### src/rtl/tlb_pkg.sv
package tlb_pkg;
  localparam int unsigned NUM_WAYS = 2;

  // destination way for a refill: same page, then empty way, then LRU victim
  function automatic logic pick_victim(input logic [1:0] match,
                                       input logic [1:0] valid,
                                       input logic       lru);
    if (match[0])       return 1'b0;
    else if (match[1])  return 1'b1;
    else if (!valid[0]) return 1'b0;
    else if (!valid[1]) return 1'b1;
    else                return lru;
  endfunction
endpackage

### src/rtl/tlb_way.sv
module tlb_way #(
  parameter int unsigned SET_W    = 4,
  parameter int unsigned TAG_W    = 16,
  parameter int unsigned PPN_W    = 20,
  parameter int unsigned RIGHTS_W = 4
) (
  input  logic                clk_i,
  input  logic                rst_ni,
  input  logic                flush_i,
  input  logic                we_i,
  input  logic [SET_W-1:0]    wr_idx_i,
  input  logic [TAG_W-1:0]    wr_tag_i,
  input  logic [PPN_W-1:0]    wr_ppn_i,
  input  logic [RIGHTS_W-1:0] wr_rights_i,
  input  logic [SET_W-1:0]    lk_idx_i,
  input  logic [TAG_W-1:0]    lk_tag_i,
  input  logic [SET_W-1:0]    rf_idx_i,
  input  logic [TAG_W-1:0]    rf_tag_i,
  output logic                lk_hit_o,
  output logic [PPN_W-1:0]    lk_ppn_o,
  output logic [RIGHTS_W-1:0] lk_rights_o,
  output logic                rf_valid_o,
  output logic                rf_match_o
);
  localparam int unsigned SETS = 1 << SET_W;

  logic [SETS-1:0]     valid_q;
  logic [TAG_W-1:0]    tag_q    [SETS];
  logic [PPN_W-1:0]    ppn_q    [SETS];
  logic [RIGHTS_W-1:0] rights_q [SETS];

  always_ff @(posedge clk_i or negedge rst_ni) begin
    if (!rst_ni) valid_q <= '0;
    else if (flush_i) valid_q <= '0;
    else if (we_i) valid_q[wr_idx_i] <= 1'b1;
  end

  always_ff @(posedge clk_i) begin
    if (we_i && !flush_i) begin
      tag_q[wr_idx_i]    <= wr_tag_i;
      ppn_q[wr_idx_i]    <= wr_ppn_i;
      rights_q[wr_idx_i] <= wr_rights_i;
    end
  end

  assign lk_hit_o    = valid_q[lk_idx_i] && (tag_q[lk_idx_i] == lk_tag_i);
  assign lk_ppn_o    = ppn_q[lk_idx_i];
  assign lk_rights_o = rights_q[lk_idx_i];
  assign rf_valid_o  = valid_q[rf_idx_i];
  assign rf_match_o  = valid_q[rf_idx_i] && (tag_q[rf_idx_i] == rf_tag_i);


  flush_clear_chk: assert property (@(posedge clk_i) disable iff (!rst_ni)
    $past(flush_i) |-> (valid_q == '0));


  fill_valid_chk: assert property (@(posedge clk_i) disable iff (!rst_ni)
    $past(we_i && !flush_i) |-> valid_q[$past(wr_idx_i)]);
endmodule

### src/rtl/tlb_lru.sv
module tlb_lru #(
  parameter int unsigned SET_W = 4
) (
  input  logic             clk_i,
  input  logic             rst_ni,
  input  logic             flush_i,
  input  logic             touch_i,
  input  logic [SET_W-1:0] touch_idx_i,
  input  logic             touch_way_i,
  input  logic             fill_i,
  input  logic [SET_W-1:0] fill_idx_i,
  input  logic             fill_way_i,
  input  logic [SET_W-1:0] rd_idx_i,
  output logic             rd_lru_o
);
  localparam int unsigned SETS = 1 << SET_W;

  // bit names the way to replace next
  logic [SETS-1:0] lru_q;

  always_ff @(posedge clk_i or negedge rst_ni) begin
    if (!rst_ni) lru_q <= '0;
    else if (flush_i) lru_q <= '0;
    else begin
      if (touch_i) lru_q[touch_idx_i] <= ~touch_way_i;
      if (fill_i)  lru_q[fill_idx_i]  <= ~fill_way_i;
    end
  end

  assign rd_lru_o = lru_q[rd_idx_i];


  fill_lru_chk: assert property (@(posedge clk_i) disable iff (!rst_ni)
    $past(fill_i && !flush_i) |-> (lru_q[$past(fill_idx_i)] != $past(fill_way_i)));


  touch_lru_chk: assert property (@(posedge clk_i) disable iff (!rst_ni)
    $past(touch_i && !fill_i && !flush_i) |->
      (lru_q[$past(touch_idx_i)] != $past(touch_way_i)));
endmodule

### src/rtl/tlb_2way.sv
module tlb_2way
  import tlb_pkg::*;
#(
  parameter int unsigned LPN_W    = 20,
  parameter int unsigned OFF_W    = 12,
  parameter int unsigned PPN_W    = 20,
  parameter int unsigned RIGHTS_W = 4,
  parameter int unsigned SET_W    = 4
) (
  input  logic                   clk_i,
  input  logic                   rst_ni,
  input  logic                   flush_i,
  input  logic                   lookup_i,
  input  logic [LPN_W+OFF_W-1:0] lookup_vaddr_i,
  input  logic                   refill_i,
  input  logic [LPN_W-1:0]       refill_lpn_i,
  input  logic [PPN_W-1:0]       refill_ppn_i,
  input  logic [RIGHTS_W-1:0]    refill_rights_i,
  output logic                   res_valid_o,
  output logic                   hit_o,
  output logic [PPN_W+OFF_W-1:0] paddr_o,
  output logic [RIGHTS_W-1:0]    rights_o
);
  localparam int unsigned TAG_W = LPN_W - SET_W;
  localparam int unsigned VA_W  = LPN_W + OFF_W;

  logic [LPN_W-1:0] lk_lpn;
  logic [OFF_W-1:0] lk_off;
  logic [SET_W-1:0] lk_idx, rf_idx;
  logic [TAG_W-1:0] lk_tag, rf_tag;

  assign lk_lpn = lookup_vaddr_i[VA_W-1:OFF_W];
  assign lk_off = lookup_vaddr_i[OFF_W-1:0];
  assign lk_idx = lk_lpn[SET_W-1:0];
  assign lk_tag = lk_lpn[LPN_W-1:SET_W];
  assign rf_idx = refill_lpn_i[SET_W-1:0];
  assign rf_tag = refill_lpn_i[LPN_W-1:SET_W];

  logic [NUM_WAYS-1:0] way_hit, rf_valid, rf_match, way_we;
  logic [PPN_W-1:0]    way_ppn    [NUM_WAYS];
  logic [RIGHTS_W-1:0] way_rights [NUM_WAYS];
  logic                lru_bit, victim, fill_en;

  assign fill_en = refill_i && !flush_i;
  assign victim  = pick_victim(rf_match, rf_valid, lru_bit);

  for (genvar w = 0; w < NUM_WAYS; w++) begin : g_way
    assign way_we[w] = fill_en && (victim == w[0]);
    tlb_way #(
      .SET_W(SET_W), .TAG_W(TAG_W), .PPN_W(PPN_W), .RIGHTS_W(RIGHTS_W)
    ) u_way (
      .clk_i       (clk_i),
      .rst_ni      (rst_ni),
      .flush_i     (flush_i),
      .we_i        (way_we[w]),
      .wr_idx_i    (rf_idx),
      .wr_tag_i    (rf_tag),
      .wr_ppn_i    (refill_ppn_i),
      .wr_rights_i (refill_rights_i),
      .lk_idx_i    (lk_idx),
      .lk_tag_i    (lk_tag),
      .rf_idx_i    (rf_idx),
      .rf_tag_i    (rf_tag),
      .lk_hit_o    (way_hit[w]),
      .lk_ppn_o    (way_ppn[w]),
      .lk_rights_o (way_rights[w]),
      .rf_valid_o  (rf_valid[w]),
      .rf_match_o  (rf_match[w])
    );
  end

  // same-cycle refill of the looked-up page bypasses the arrays
  logic fwd, any_hit, touch;
  logic [PPN_W-1:0]    sel_ppn;
  logic [RIGHTS_W-1:0] sel_rights;

  assign fwd     = lookup_i && refill_i && (lk_lpn == refill_lpn_i);
  assign any_hit = fwd || (|way_hit);
  assign touch   = lookup_i && !flush_i && !fwd && (|way_hit);

  always_comb begin
    if (fwd) begin
      sel_ppn    = refill_ppn_i;
      sel_rights = refill_rights_i;
    end else if (way_hit[1]) begin
      sel_ppn    = way_ppn[1];
      sel_rights = way_rights[1];
    end else begin
      sel_ppn    = way_ppn[0];
      sel_rights = way_rights[0];
    end
  end

  tlb_lru #(.SET_W(SET_W)) u_lru (
    .clk_i       (clk_i),
    .rst_ni      (rst_ni),
    .flush_i     (flush_i),
    .touch_i     (touch),
    .touch_idx_i (lk_idx),
    .touch_way_i (way_hit[1]),
    .fill_i      (fill_en),
    .fill_idx_i  (rf_idx),
    .fill_way_i  (victim),
    .rd_idx_i    (rf_idx),
    .rd_lru_o    (lru_bit)
  );

  logic                res_valid_q, hit_q;
  logic [PPN_W-1:0]    ppn_q;
  logic [OFF_W-1:0]    off_q;
  logic [RIGHTS_W-1:0] rights_q;

  always_ff @(posedge clk_i or negedge rst_ni) begin
    if (!rst_ni) begin
      res_valid_q <= 1'b0;
      hit_q       <= 1'b0;
      ppn_q       <= '0;
      off_q       <= '0;
      rights_q    <= '0;
    end else begin
      res_valid_q <= lookup_i;
      hit_q       <= lookup_i && !flush_i && any_hit;
      if (lookup_i) begin
        ppn_q    <= sel_ppn;
        off_q    <= lk_off;
        rights_q <= sel_rights;
      end
    end
  end

  assign res_valid_o = res_valid_q;
  assign hit_o       = hit_q;
  assign paddr_o     = {ppn_q, off_q};
  assign rights_o    = rights_q;


  dup_hit_chk: assert property (@(posedge clk_i) disable iff (!rst_ni)
    lookup_i |-> $onehot0(way_hit));


  hit_qual_chk: assert property (@(posedge clk_i) disable iff (!rst_ni)
    hit_o |-> res_valid_o);


  flush_miss_chk: assert property (@(posedge clk_i) disable iff (!rst_ni)
    $past(flush_i) |-> !hit_o);


  fwd_data_chk: assert property (@(posedge clk_i) disable iff (!rst_ni)
    $past(fwd && !flush_i) |-> (hit_o && (paddr_o[PPN_W+OFF_W-1:OFF_W] == $past(refill_ppn_i))));
endmodule

### config.mk
export PLATFORM = sky130hd
export DESIGN_NAME = tlb_2way
export DESIGN_NICKNAME = d
export VERILOG_FILES = /design/src/rtl/tlb_pkg.sv /design/src/rtl/tlb_way.sv /design/src/rtl/tlb_lru.sv /design/src/rtl/tlb_2way.sv
export SDC_FILE = /design/constraint.sdc
export NUM_CORES = 2
export LEC_CHECK = 0
export BUFFER_PORTS_ARGS = -buffer_cell sky130_fd_sc_hd__buf_2
export CAP_MARGIN = 30
export CORE_ASPECT_RATIO = 1.5
export CORE_UTILIZATION = 68
export DETAILED_ROUTE_END_ITERATION = 10
export HOLD_SLACK_MARGIN = 0.05
export PLACE_DENSITY = 0.84
export SLEW_MARGIN = 10
export SYNTH_ARGS = -nofsm -noshare
export SYNTH_HDL_FRONTEND = slang
export SYNTH_SLANG_ARGS = --single-unit
export TNS_END_PERCENT = 10
### constraint.sdc
create_clock -name clk_i -period 13.6 [get_ports clk_i]
set_input_delay 0.68 -clock clk_i [delete_from_list [all_inputs] [get_ports clk_i]]
set_output_delay 0.68 -clock clk_i [all_outputs]
set_load 0.03 [all_outputs]
# --- Word-level counts from Yosys, hierarchy flattened ---
# Memories as Yosys holds them, arrays and structs flattened.
# Cells that the tools add are included.
word_totals:
  mem_count: 6
  ram_bits: 1280
  ff_bits: 86
  inputBits: 81
classes:
  bitwise: 4
  reduce_logical: 23
  n_lt_le_gt_ge: 4
  muxes: 36
  n_eq_ne: 5
mem_list:
  columns: ["name", "depth", "word_bits", "rd", "rd_clocked_by_memory_dff", "wr", "line_no", "text"]
  rows:
  - ["g_way[0].u_way.ppn_q", 16, 20, 1, 0, 1, "tlb_way.sv:29", "logic [PPN_W-1:0] ppn_q [SETS];"]
  - ["g_way[1].u_way.ppn_q", 16, 20, 1, 0, 1, "tlb_way.sv:29", null]
  - ["g_way[0].u_way.tag_q", 16, 16, 2, 0, 1, "tlb_way.sv:28", "logic [TAG_W-1:0] tag_q [SETS];"]
  - ["g_way[1].u_way.tag_q", 16, 16, 2, 0, 1, "tlb_way.sv:28", null]
  - ["g_way[0].u_way.rights_q", 16, 4, 1, 0, 1, "tlb_way.sv:30", "logic [RIGHTS_W-1:0] rights_q [SETS];"]
  - ["g_way[1].u_way.rights_q", 16, 4, 1, 0, 1, "tlb_way.sv:30", null]
ops:
  columns: ["cell", "n"]
  rows:
  - ["two-way mux 16 bit", 8]
  - ["equality test 16 bit", 4]
  - ["two-way mux 20 bit", 2]
  - ["bitwise mux 16 bit", 2]
  - ["OR 16 bit", 2]
  - ["binary-select mux 1 bit (select 4 bit)", 5]
  - ["equality test 20 bit", 1]
  - ["logical AND 1 bit", 17]
  - ["two-way mux 1 bit", 15]
  - ["< comparator 4 x 5 -> 1 bit (second input constant)", 2]
  - ["demux 1 bit (select 4 bit)", 2]
  - [">= comparator 4 x 1 -> 1 bit (second input constant)", 2]
  - ["two-way mux 4 bit", 2]
  - ["nonzero test 2 bit", 2]
  - ["zero test 1 bit", 2]
  - ["NOT 1 bit", 2]
  - ["OR reduction 2 bit", 1]
  - ["logical OR 1 bit", 1]

# --- Logic depth before layout (Yosys ltp) ---
logic_depth:
  depth_word: 11
  depth_mapped: 16
  depth_no_buf: 9

# --- Hierarchy ---
# From an unflattened synthesis, not the netlist that was laid out.
unflattened:
  hier_cells: 2858
  hier_area_um2: 58996.6
by_module_without_submodules:
  columns: ["mod", "cells_each", "area_each_um2", "instances"]
  rows:
  - ["tlb_way at g_way[1].u_way", 1267, 27885.5, 1]
  - ["tlb_way at g_way[0].u_way", 1294, 27824.2, 1]
  - ["tlb_2way", 175, 2144.6, 1]
  - ["tlb_lru", 122, 1142.3, 1]

# --- Worst setup path after synthesis ---
# No wires, ideal clock.
synth_timing:
  path_type: "in2reg"
  from: "input refill_lpn_i[1]"
  to: "memory g_way[1].u_way.ppn_q[12][0], enable pin"
  n_path_buf: 4
  setup_slack_ns: 8.152
  arrival_ns: 5.010
  required_time_ns: 13.163
  path_stages: 13
  cell_sequence: "buf_2 buf_1 mux4_2 mux2i_1 mux2i_1 xnor2_1 nand4_1 nor4_1 a21oi_1 or2_2 buf_2 buf_2 nor2_1"
synth_between:
  elab_chain_len: 10
  word_cells_on_any_way: 20
  classes_between: "2 x eq/ne; 12 x mux; 4 x reduce/logical; 2 x memory"
synth_lines:
  columns: ["element", "line_no", "text"]
  rows:
  - ["from (decl)", "tlb_2way.sv:16", "input logic [LPN_W-1:0] refill_lpn_i,"]
  - ["parallel branches: the longest is 10 deep, another holds memory (16 x 16 bit)", null, null]
  - ["to (decl)", "tlb_way.sv:29", null]
# Parallel ways; which one is timed is not known. The select of a mux whose other input is x is not followed.

# --- Worst setup path in the final report ---
layout_timing:
  from: "input refill_lpn_i[0]"
  to: "memory g_way[1].u_way.ppn_q[8][15], enable pin"
# The elaborated chain is that of the path after synthesis.

==> impl_results.html <==
<table>
<tr><th>Metric</th><th>Value</th></tr>
<tr><th colspan="2">Global route</th></tr>
<tr><td>Number of global-route vias before repair</td><td>~34,000</td></tr>
<tr><td>Overall global routing resource usage</td><td>0.3996</td></tr>
<tr><td>Global route overflow</td><td>0</td></tr>
<tr><td>Antenna violations before repair</td><td>8</td></tr>
<tr><td>Maximum number of pins on one net before global-route repair</td><td>about 160</td></tr>
<tr><td>Global-route wire length before repair</td><td>243.4 mm</td></tr>
<tr><th colspan="2">Yosys</th></tr>
<tr><td>Synthesized Nets</td><td>roughly 3,000</td></tr>
<tr><td>Part of the Yosys area used for sequential elements</td><td>0.6905</td></tr>
<tr><td>Most repeated cell in the gate-level netlist after synthesis</td><td>edfxtp_1</td></tr>
<tr><td>Library cell with the largest summed area after synthesis</td><td>edfxtp_1</td></tr>
<tr><td>Post-synth design cell area</td><td>between 0.05 and 0.06 mm2</td></tr>
<tr><td>Share of synthesized flip-flops with an asynchronous set or reset</td><td>0.06296</td></tr>
<tr><td>Cell types occupying the most area after synthesis</td><td>edfxtp_1, mux4_2, dfrtp_1, mux2i_1, xnor2_1</td></tr>
<tr><td>Number of synthesized flops with an enable pin</td><td>about 1,300</td></tr>
<tr><td>Count of warnings emitted by yosys</td><td>0</td></tr>
<tr><td>List of most frequent post-synthesis cells</td><td>edfxtp_1, mux4_2, mux2i_1</td></tr>
<tr><td>Synthesized flop and latch total</td><td>about 1,400</td></tr>
<tr><td>Mean post-synth cell area</td><td>20.49 um2</td></tr>
<tr><td>Cells after synthesis</td><td>~2,900</td></tr>
<tr><td>Number of distinct library cells after synthesis</td><td>74</td></tr>
<tr><td>Top cell type's share of synthesized area</td><td>0.6539</td></tr>
<tr><td>Most common flop cell mapped by yosys</td><td>edfxtp_1</td></tr>
<tr><th colspan="2">Route</th></tr>
<tr><td>DRT Pass-1 Iters</td><td>9</td></tr>
<tr><td>DRC viols</td><td>0</td></tr>
<tr><td>Average detailed-routed wire length per instance</td><td>slightly above 40 um</td></tr>
<tr><td>Vias per cell</td><td>about 8</td></tr>
<tr><td>Antenna Nets Post-Route</td><td>0</td></tr>
<tr><td>Number of design-rule violations left by the first detailed-router iteration</td><td>5,390</td></tr>
<tr><td>Vias after detailed routing</td><td>about 33,000</td></tr>
<tr><td>Aggregate routed wire length</td><td>170.3 mm</td></tr>
<tr><th colspan="2">Layout</th></tr>
<tr><td>Final-stage net count</td><td>3,066</td></tr>
<tr><td>Signed area change from the synthesized netlist to the final layout</td><td>9.543%</td></tr>
<tr><td>Layout cells sized above 1</td><td>0.3102</td></tr>
<tr><td>Final cell area excluding filler cells</td><td>around 0.064 mm2</td></tr>
<tr><td>FILL cells</td><td>4,333</td></tr>
<tr><th colspan="2">Setup path</th></tr>
<tr><td>Startpoint of the most critical register-to-register path</td><td>g_way[1].u_way.tag_q[6][5]</td></tr>
<tr><td>Kind of capture point of the worst setup path</td><td>flop</td></tr>
<tr><td>Endpoint required time on the critical path</td><td>roughly 14 ns</td></tr>
<tr><td>Critical Path AT</td><td>approximately 6.7 ns</td></tr>
<tr><td>Type of origin of the critical path</td><td>input port</td></tr>
<tr><td>Critical path type</td><td>input port to flop</td></tr>
<tr><td>Start point of the critical path</td><td>refill_lpn_i[0]</td></tr>
<tr><td>Top fanout value on the critical path</td><td>93</td></tr>
<tr><th colspan="2">STA</th></tr>
<tr><td>Setup TNS</td><td>0 ns</td></tr>
<tr><td>Setup repair after global routing missed its margin</td><td>no</td></tr>
<tr><td>Minimum hold slack</td><td>approximately 0.18 ns</td></tr>
<tr><td>Setup clock skew after layout</td><td>0.02267 ns</td></tr>
<tr><td>Share of the cycle needed by the critical path after routing</td><td>0.4638</td></tr>
<tr><td>Final hold violations</td><td>0</td></tr>
<tr><td>Final setup viols</td><td>0</td></tr>
<tr><td>Period minus WS final</td><td>6.308 ns</td></tr>
<tr><td>Relative slew slack</td><td>0.2351</td></tr>
<tr><td>Number of max-slew violations in the final report</td><td>0</td></tr>
<tr><td>Maximum clock rate</td><td>0.1585 GHz</td></tr>
<tr><td>Tightest Pin Transition</td><td>~1.1 ns</td></tr>
<tr><th colspan="2">Power</th></tr>
<tr><td>Cell leakage power</td><td>~0.021 uW</td></tr>
<tr><td>Clock network fraction of total power</td><td>0.389</td></tr>
<tr><td>Cell-internal power</td><td>roughly 6700 uW</td></tr>
<tr><td>Worst IR drop on VDD</td><td>0.0001311 V</td></tr>
<tr><td>Power share of the combinational group</td><td>0.077</td></tr>
<tr><td>Power density normalized to cell area</td><td>135.2 mW/mm2</td></tr>
<tr><td>Sw frac</td><td>0.2293</td></tr>
<tr><td>Net switching power</td><td>about 2000 uW</td></tr>
<tr><td>Sequential power share</td><td>0.534</td></tr>
<tr><th colspan="2">Placed design</th></tr>
<tr><td>Count of input and output buffers</td><td>around 120</td></tr>
<tr><td>Cell area reported after detailed placement</td><td>just over 0.06 mm2</td></tr>
<tr><td>Post-DP HPWL</td><td>between 90 and 100 mm</td></tr>
<tr><td>Placer's final routability congestion estimate</td><td>between 0.9 and 1</td></tr>
<tr><th colspan="2">Floorplan</th></tr>
<tr><td>Standard cell core area</td><td>0.08540 mm2</td></tr>
<tr><td>Initial core utilization</td><td>0.6883</td></tr>
<tr><td>Number of placement rows</td><td>~130</td></tr>
<tr><td>Die Outline Area</td><td>slightly below 0.09 mm2</td></tr>
<tr><td>Die Wd</td><td>242.1 um</td></tr>
<tr><td>Die boundary height</td><td>approximately 360 um</td></tr>
<tr><td>Number of placed I/O pins</td><td>~120</td></tr>
<tr><th colspan="2">Clock network</th></tr>
<tr><td>Clock latency on the worst-skew pair</td><td>roughly 0.73 ns</td></tr>
<tr><td>Clock tree from TritonCTS</td><td>built</td></tr>
<tr><td>Worst-path clk slew</td><td>around 0.07 ns</td></tr>
<tr><td>Clock buffer count from CTS</td><td>around 120</td></tr>
<tr><td>Clock sink total</td><td>about 1,400</td></tr>
<tr><td>Number of resized instances in the post-cts repair step</td><td>0</td></tr>
<tr><td>Root Buffer</td><td>clkbuf_16</td></tr>
<tr><td>Setup Buffers After CTS</td><td>0</td></tr>
<tr><td>Max Root-Sink Buffers</td><td>3</td></tr>
<tr><td>Deepest level of the CTS H-tree</td><td>3</td></tr>
<tr><th colspan="2">Outcome</th></tr>
<tr><td>Result of the run</td><td>finished clean</td></tr>
<tr><th colspan="2">Min path</th></tr>
<tr><td>Start point of the worst hold path</td><td>lookup_vaddr_i[3]</td></tr>
<tr><td>Min-Delay Path Class</td><td>input port to flop</td></tr>
<tr><th colspan="2">Job</th></tr>
<tr><td>Max-cap violations</td><td>0</td></tr>
</table>
logic make-up (layout without fill, tap and decap cells):
logic type             after synthesis  after routing  share of synthesized area
flip-flops                        1366           1366                     0.6905
buffers and inverters              246            459                    0.02039
multiplexers                       684            684                     0.2273
other                                0              1                          0
AND/OR/NAND/NOR                    272            272                    0.02237
AO/OA/AOI/OAI                      211            211                    0.02601
XOR/XNOR                            90             90                    0.01341
cell usage in the layout, fill, tap and decap left out, types with 33 or more instances in the layout:
master,synthesis,layout
a21oi_1,43,42
buf_2,68,110
buf_4,21,67
clkbuf_16,0,118
dfrtp_1,86,86
edfxtp_1,1280,1280
inv_1,53,37
mux2i_1,141,141
mux4_2,518,518
nand2_1,103,103
nor2_1,52,35
xnor2_1,57,57
xor2_1,33,33
layer usage:
metal,vias to the layer above,GRT usage,wire [um]
li1,12280,-,-
met1,16790,0.4969,53160
met2,3025,0.6534,85170
met3,689,0.07666,19300
met4,8,0.2569,12620
met5,-,0,47
final timing paths:
kind | endpoint | slack [ns] | depth (start not counted)
max | g_way[1].u_way.ppn_q[8][15] | 7.29 | 12
min | off_q[3] | 0.18 | 2
max reg2reg | g_way[1].u_way.ppn_q[8][15] | 8.22 | 10
min reg2reg | off_q[7] | 0.51 | 1
max in group asynchronous | u_lru.lru_q[0] | 11.80 | 3
min in group asynchronous | ppn_q[18] | 0.48 | 2
critical path, cell delays in order:
cell and delay (ns):
buf_8 0.48, buf_12 0.61, mux4_2 0.60, mux2i_1 0.59
nor2_1 0.09, a2111oi_0 0.51, a21oi_1 0.08, nor4_1 0.53
a21oi_2 0.38, or2_2 0.70, nor2_4 0.76, buf_4 0.47
flip-flops by register name, indices dropped and copies added (netlist names):
register / count
g_way.u_way.rights_q: 128
g_way.u_way.ppn_q: 640
off_q: 12
hit_o: 1
rights_o: 4
res_valid_o: 1
g_way.u_way.valid_q: 32
ppn_q: 20
g_way.u_way.tag_q: 512
u_lru.lru_q: 16
stage by stage:
step	power [uW]	utilization	std cells	setup slack, ns
floorplan	5134	-	2869	8.152
global placement	5359	0.7086	3993	6.912
detailed placement	5380	0.7093	3995	6.812
CTS	8702	0.7536	4210	7.411
global route	8866	0.7540	4213	7.019
finish	8708	0.7540	4213	7.292
power by group through the flow:
stage          registers (uW)  logic [uW]  clock network, uW
3_3_place_gp             4730         625                  0
5_1_grt                  4650         688               3530
4_1_cts                  4650         657               3400
6_report                 4650         669               3390
2_1_floorplan            4760         378                  0
3_5_place_dp             4740         643                  0
area by class of cell:
class / count / area [um2] / share of cell area
repair buffers: 188 / 1255 / 0.01949
diodes: 1 / 2.502 / 0.00003886
multi-input cells: 1257 / 17130 / 0.2661
clock inverters: 68 / 669.4 / 0.01040
clock buffers: 146 / 3108 / 0.04827
inverters: 57 / 216.5 / 0.003362
flip-flops and latches: 1366 / 40590 / 0.6304
well taps: 1130 / 1414 / 0.02196
repair_timing:
item / in CTS / in global routing
setup endpoints to repair: 0 / 0
hold buffers: 1 / 0
endpoints found under the hold margin: 24 / 0
Power figures use the tool's default switching activity.
